===== src/rtl/brsq_pkg.sv =====
package brsq_pkg;
  localparam int NUM_YOUNG = 4;

  typedef enum logic [1:0] {
    STG_FETCH  = 2'd0,
    STG_DECODE = 2'd1,
    STG_READ   = 2'd2,
    STG_EXEC   = 2'd3
  } youngStage_e;

  typedef struct packed {
    logic redirect;
    logic hold;
  } pcStrobe_t;
endpackage


===== src/rtl/brsq_pc_path.sv =====
module brsq_pc_path
  import brsq_pkg::*;
#(
  parameter int          ADDR_W   = 32,
  parameter int          PC_STEP  = 4,
  parameter logic [ADDR_W-1:0] RESET_PC = 32'h0000_1000
) (
  input  logic              clk,
  input  logic              rstN,
  input  pcStrobe_t         strobe,
  input  logic [ADDR_W-1:0] target,
  output logic [ADDR_W-1:0] pc
);
  localparam logic [ADDR_W-1:0] STEP = ADDR_W'(PC_STEP);

  logic [ADDR_W-1:0] pcNext;

  always_comb begin
    if (strobe.redirect)  pcNext = target;
    else if (strobe.hold) pcNext = pc;
    else                  pcNext = pc + STEP;
  end

  always_ff @(posedge clk or negedge rstN) begin
    if (!rstN) pc <= RESET_PC;
    else       pc <= pcNext;
  end

  // the cycle after a redirect the target is fetched
  a_r4_target_loaded: assert property (@(posedge clk) disable iff (!rstN)
    strobe.redirect |=> pc == $past(target));
  // a stall without a redirect freezes the fetch address
  a_r7_hold_stable: assert property (@(posedge clk) disable iff (!rstN)
    (strobe.hold && !strobe.redirect) |=> $stable(pc));
  // sequential step
  a_r2_step: assert property (@(posedge clk) disable iff (!rstN)
    (!strobe.hold && !strobe.redirect) |=> pc == $past(pc) + STEP);
endmodule


===== src/rtl/brsq_ctl.sv =====
module brsq_ctl
  import brsq_pkg::*;
(
  input  logic                 clk,
  input  logic                 rstN,
  input  logic [NUM_YOUNG-1:0] stgValid,
  input  logic [NUM_YOUNG-1:0] stgRegWe,
  input  logic [NUM_YOUNG-1:0] stgMemWe,
  input  logic                 hazardStall,
  input  logic                 memValid,
  input  logic                 memBrTaken,
  output pcStrobe_t            strobe,
  output logic [NUM_YOUNG-1:0] stgKill,
  output logic [NUM_YOUNG-1:0] stgValidOut,
  output logic [NUM_YOUNG-1:0] stgRegWeOut,
  output logic [NUM_YOUNG-1:0] stgMemWeOut
);
  logic takenBr;

  // Only a real instruction in the memory stage may redirect fetch.
  assign takenBr = memValid & memBrTaken;

  // A redirect overrides any stall raised in the same cycle.
  always_comb begin
    strobe.redirect = takenBr;
    strobe.hold     = hazardStall & ~takenBr;
  end

  for (genvar s = 0; s < NUM_YOUNG; s++) begin : g_stage
    logic keep;
    assign stgKill[s]     = takenBr;
    assign keep           = stgValid[s] & ~stgKill[s];
    assign stgValidOut[s] = keep;
    assign stgRegWeOut[s] = stgRegWe[s] & keep;
    assign stgMemWeOut[s] = stgMemWe[s] & keep;

    // a killed stage never commits a write
    a_r9_no_write_when_killed: assert property (@(posedge clk) disable iff (!rstN)
      stgKill[s] |-> !stgRegWeOut[s] && !stgMemWeOut[s] && !stgValidOut[s]);
  end

  // a taken branch kills every young stage
  a_r3_kill_all: assert property (@(posedge clk) disable iff (!rstN)
    (memValid && memBrTaken) |-> (&stgKill) && strobe.redirect);
  // a bubble in the memory stage never squashes
  a_r6_bubble_quiet: assert property (@(posedge clk) disable iff (!rstN)
    !memValid |-> stgKill == '0 && !strobe.redirect);
  // redirect and hold are never both active
  a_r8_priority: assert property (@(posedge clk) disable iff (!rstN)
    !(strobe.redirect && strobe.hold));
endmodule


===== src/rtl/brsq_top.sv =====
module brsq_top
  import brsq_pkg::*;
#(
  parameter int          ADDR_W   = 32,
  parameter int          PC_STEP  = 4,
  parameter logic [ADDR_W-1:0] RESET_PC = 32'h0000_1000
) (
  input  logic              clk,
  input  logic              rstN,
  input  logic [3:0]        stgValid,
  input  logic [3:0]        stgRegWe,
  input  logic [3:0]        stgMemWe,
  input  logic              hazardStall,
  input  logic              memValid,
  input  logic              memBrTaken,
  input  logic [ADDR_W-1:0] memTarget,
  output logic [ADDR_W-1:0] fetchPc,
  output logic              pcSel,
  output logic              fetchHold,
  output logic [3:0]        stgKill,
  output logic [3:0]        stgValidOut,
  output logic [3:0]        stgRegWeOut,
  output logic [3:0]        stgMemWeOut
);
  pcStrobe_t strobe;

  brsq_ctl u_ctl (
    .clk         (clk),
    .rstN        (rstN),
    .stgValid    (stgValid),
    .stgRegWe    (stgRegWe),
    .stgMemWe    (stgMemWe),
    .hazardStall (hazardStall),
    .memValid    (memValid),
    .memBrTaken  (memBrTaken),
    .strobe      (strobe),
    .stgKill     (stgKill),
    .stgValidOut (stgValidOut),
    .stgRegWeOut (stgRegWeOut),
    .stgMemWeOut (stgMemWeOut)
  );

  brsq_pc_path #(
    .ADDR_W   (ADDR_W),
    .PC_STEP  (PC_STEP),
    .RESET_PC (RESET_PC)
  ) u_pc (
    .clk    (clk),
    .rstN   (rstN),
    .strobe (strobe),
    .target (memTarget),
    .pc     (fetchPc)
  );

  assign pcSel     = strobe.redirect;
  assign fetchHold = strobe.hold;
endmodule


===== config.mk =====
export PLATFORM = sky130hd
export DESIGN_NAME = brsq_top
export DESIGN_NICKNAME = d
export VERILOG_FILES = /design/src/rtl/brsq_pkg.sv /design/src/rtl/brsq_pc_path.sv /design/src/rtl/brsq_ctl.sv /design/src/rtl/brsq_top.sv
export SDC_FILE = /design/constraint.sdc
export NUM_CORES = 1
export LEC_CHECK = 0
export BUFFER_PORTS_ARGS = -buffer_cell sky130_fd_sc_hd__buf_4
export CAP_MARGIN = 20
export CELL_PAD_IN_SITES_DETAIL_PLACEMENT = 0
export CELL_PAD_IN_SITES_GLOBAL_PLACEMENT = 2
export CORE_ASPECT_RATIO = 1.4
export CORE_MARGIN = 8
export CORE_UTILIZATION = 24
export DETAILED_ROUTE_END_ITERATION = 8
export PLACE_DENSITY_LB_ADDON = 0.15
export REMOVE_ABC_BUFFERS = 1
export SYNTH_ARGS = -nofsm -noshare
export SYNTH_HDL_FRONTEND = slang
export SYNTH_SLANG_ARGS = --single-unit

===== constraint.sdc =====
create_clock -name clk -period 2.69 [get_ports clk]
set_clock_uncertainty 0.2 [all_clocks]
set_input_delay 0.269 -clock clk [delete_from_list [all_inputs] [get_ports clk]]
set_output_delay 0.269 -clock clk [all_outputs]
set_load 0.005 [all_outputs]

### Word level (Yosys, flattened, before mapping)

Cells that the tools add are included.
Widths: inputs -> output; s select.

| storage, ports and cells | value |
|---|---|
| register bits | 32 |
| bits of input ports | 49 |
| logic and storage cells | 20 |
| output and inout bits | 50 |

| cells by class | value |
|---|---|
| equal/unequal tests | 1 |
| add/sub/neg operators | 1 |
| bitwise logic cells | 15 |
| mux-type cells | 2 |

Operator list:

| operator | count |
|---|---|
| $mux 32 | 2 |
| $add 32x3->32 const B | 1 |
| $and 1x1->1 | 14 |
| $ne 2x1->1 const B | 1 |
| $not 1->1 | 1 |

### Logic depth before layout (Yosys ltp)

| depth | value |
|---|---|
| word-level depth | 5 |
| mapped depth | 6 |
| gate-level depth less buffers | 5 |

### Hierarchy

A second synthesis with hierarchy kept.

| second synthesis, totals | value |
|---|---|
| cell total of the unflattened synthesis | 229 |
| area total of the unflattened synthesis | 2023.2 µm² |

Modules (own cells, without submodules):

| module | cells an instance | area an instance (µm²) | times used |
|---|---|---|---|
| brsq_pc_path | 204 | 1853.0 | 1 |
| brsq_ctl | 25 | 170.2 | 1 |

### Worst setup path after synthesis

No wires, ideal clock.

| timing | value |
|---|---|
| path type | register to register |
| start | register u_pc.pc[12] |
| end | register u_pc.pc[28] |
| path buffers | 1 |
| arrival time | 1960 ps |
| stages on the path, launching flop included | 6 |
| required time | 2408 ps |
| setup slack | 448 ps |
| path through | dfstp_2 nand4_1 or4_4 buf_6 or4_1 a31oi_1 |

| on the way | value |
|---|---|
| word-level cells in the longest chain between the ends | 3 |

Ends and longest elaborated chain:

| element | line | text |
|---|---|---|
| from (decl) | brsq_pc_path.sv:12 | `output logic [ADDR_W-1:0] pc` |
| from (signal assigned) | brsq_pc_path.sv:26 | `else pc <= pcNext;` |
| $add 32x3->32 | brsq_pc_path.sv:21 | `else pcNext = pc + STEP;` |
| $mux 32 | brsq_pc_path.sv:20 | `else if (strobe.hold) pcNext = pc;` |
| $mux 32 | brsq_pc_path.sv:19 | `if (strobe.redirect) pcNext = target;` |

Every way passes these cells. The select of a mux whose other input is x is not followed.
A chain may end at the register's enable or synchronous reset.

### Worst setup path after layout

| timing | value |
|---|---|
| start | register u_pc.pc[2] |
| end | register u_pc.pc[20] |

The elaborated chain is that of the path after synthesis.

==> flow_summary.toml <==
[worst_setup_path]
worstSetupEndpointType = "flop"
path_class = "flop to flop"
cp.required_ns = 2.69
regToRegEndpoint = "u_pc.pc[20]$_DFFE_PN0P_"
ff2ff_path_depth = 5
r2r_slack_ns = 0.35
timing.rr.start = "u_pc.pc[2]$_DFFE_PN0P_"
critPathArrivalTime_ns = 2.34
cp_max_fo = 6
cp-start-kind = "flop"

[global_routing]
grt_max_degree = 51
grt_pass1_vias = 2148
gr-total-overflow = 0
grt_usage_pct = 11.8
antenna_found_initial = 0
grt_pass1_wl_mm = 10.9

[power_and_ir_drop]
pwr-share-comb_pct = 27.8
p_clk_share_pct = 29.4
ir_worst_vdd_mv = 0.270
p_sw_uw = 489
switching_share_pct = 30.9
cellLeakagePower_uw = 0.00131
power_density_nw_per_um2 = 533
pwr-share-seq_pct = 42.8
intPower_uw = 1090

[placed_design]
io_buffers = 98
gp_congestion = 0.693
dpl.hpwl_mm = 4.97
placed_area_um2 = 2710
placed_cells = 407

[routing]
drt_iter0_markers = 76
drc_errors = 0
drt_pass1_iterations = 4
finalWirelength_mm = 6.73
ant_nets = 0
vias = 2061
drt-vias-per-instance = 4.79
detail_route.wl_per_cell_um = 15.7

[synth]
synth-edff-count = 0
ys_warn_count = 0
synth_top_area_share_pct = 40.2
ys_types = 29
async_reset_ff_share_pct = 100
ys_seq_area_share_pct = 41.6
synth_area_um2 = 1930
yosysTopAreaCell = "dfrtp_1"
syn_inst = 225
synthTopCellsByArea = "dfrtp_1 (40%), or4_1 (5.4%), a31oi_1 (5.2%), nand2_1 (5.1%), o31ai_1 (4.7%)"
ys.flop_type = "dfrtp_1"
avgSynthCellArea_um2 = 8.57
ys_ff_latch = 32

[clocking]
cts_made_buffers = 5
ctsHtreeMaxLevel = 2
cts_setup_buffers = 0
clockBufferDepth = 2
clock-sinks = 32
cts_root_buffer = "clkbuf_8"
clk_pin_slew_ns = 0.08
worstSkewPairLatency_ns = 0.29
tritoncts = "done"
postCtsHoldBufs = 15
cts_resized = 0

[floorplan]
std_cell_rows = 38
die_x_um = 91.8
start_util_pct = 24.7
coreArea_um2 = 7800
die_height_um = 122
ioPinCount = 99
die_area_um2 = 11200

[timing]
slew_headroom_pct = 64.2
setup_viol = 0
worst_pin_slew_ns = 0.536
fin_crit_sh_pct = 87.0
hold_viol_final = 0
rsz0062_at_grt = "no"
fmax_mhz = 427
period_needed_ns = 2.34
maxSlewViolCount = 0
setup_tns_ns = 0

[job]
drv_cap = 0

[finish]
largest-register = "u_pc.pc"
largest_reg_flops = 32
stdcell_count = 430
diodes = 0
largest_registers = "u_pc.pc (32)"
fin_area_um2 = 2970
area_growth_pct = 53.7
layout-drive-gt1-share_pct = 33.6
nets = 379

[min_path]
hold_path.class = "primary input to flop"
hold_path_end = "u_pc.pc[12]$_DFFE_PN1P_"
min_delay_path_depth = 3
hp-start = "memTarget[12]"

[outcome]
status = "completed"
critical path, cell delays in order, from the launching register on:
cell and delay [ns]:
dfrtp_1 0.44, ha_1 0.25, nand4b_1 0.15, or4_1 0.62, or4_1 0.42, a31oi_1 0.17
cells in the mapped netlist (6+ instances only):
cell / instances
xor2_1: 8
and3_1: 12
o31ai_1: 12
and2_1: 6
buf_4: 8
o21ai_0: 16
or4_1: 14
nand2_1: 26
nand4_1: 11
nor2_1: 18
a31oi_1: 16
nand3_1: 10
clkbuf_1: 11
dfrtp_1: 31
per-stage QoR:
| stage | utilization, % | total power (µW) | worst slack (ns) | hold slack [ns] |
|---|---|---|---|---|
| floorplan | - | 825 | 0.0819 | -0.227 |
| global placement | 34.7 | 1120 | 0.382 | 0.0538 |
| detailed placement | 34.7 | 1120 | 0.334 | 0.0540 |
| CTS | 38.0 | 1610 | 0.325 | 0.00629 |
| global route | 38.0 | 1690 | 0.218 | 0.0114 |
| finish | 38.0 | 1580 | 0.350 | 0.0114 |
layout make-up:
class,count,area (µm²)
sequential,32,802
fill,868,4830
timing repair buffer,117,916
clock inverter,2,35.0
tap,100,125
inverter,4,15.0
clock buffer,6,72.6
multi-input combinational,169,1000
worst max path at each step:
stage	startpoint	endpoint	slack (ns)	cells past startpoint
global placement	u_pc.pc[12]$_DFFE_PN1P_	u_pc.pc[31]$_DFFE_PN0P_	0.38	4
floorplan	memValid	u_pc.pc[15]$_DFFE_PN0P_	0.08	4
finish	u_pc.pc[2]$_DFFE_PN0P_	u_pc.pc[20]$_DFFE_PN0P_	0.35	5
detailed placement	u_pc.pc[12]$_DFFE_PN1P_	u_pc.pc[31]$_DFFE_PN0P_	0.33	4
CTS	u_pc.pc[12]$_DFFE_PN1P_	u_pc.pc[31]$_DFFE_PN0P_	0.32	4
global route	u_pc.pc[2]$_DFFE_PN0P_	u_pc.pc[20]$_DFFE_PN0P_	0.22	5
cell families after synthesis:
family          count (synthesis)  share of synthesized area, %
compound gates                 46                          14.7
xor+xnor                       12                          5.45
fa+ha+maj                       1                         0.648
buf+inv                        24                          6.61
flops                          32                          41.6
mux                             1                         0.519
simple gates                  109                          30.5
per-layer routing:
metal  GRT usage (%)  part of all wire [%]  up-vias
met1            13.6                    45      961
met4            3.64                   1.2        0
li1                -                     -     1031
met5               0                     0        -
met3            3.94                   6.5        6
met2            20.2                    47       63
power groups by stage:
stage	clock network (µW)	registers, µW	logic (µW)
2_1_floorplan	0	661	164
5_1_grt	500	693	496
4_1_cts	483	676	453
6_report	465	676	440
3_5_place_dp	0	684	434
3_3_place_gp	0	680	437
placed cells by master (no fill, tap or decap):
master         synthesis  layout
and3b_1                1       1
clkbuf_1              11       1
o31ai_1               12      12
dlygate4sd3_1          0      15
o21ai_0               16      16
nand4_1               11      11
and3_1                12      12
buf_4                  8     102
bufinv_16              0       1
nor2_1                18      18
clkbuf_8               0       5
and4_1                 1       1
ha_1                   1       1
clkinv_2               0       1
nor2b_1                1       1
inv_1                  4       4
xnor2_1                4       4
xor2_1                 8       8
dfstp_2                1       1
a21oi_1                1       1
nor3_1                 2       2
dfrtp_1               31      31
and2_1                 6       6
or3_1                  4       4
nand4b_1               2       2
nand2_1               26      26
or4_4                  1       1
mux2i_1                1       1
o211ai_1               1       1
nand3_1               10      10
a31oi_1               16      16
or4_1                 14      14
(Power assumes the default switching activity.)
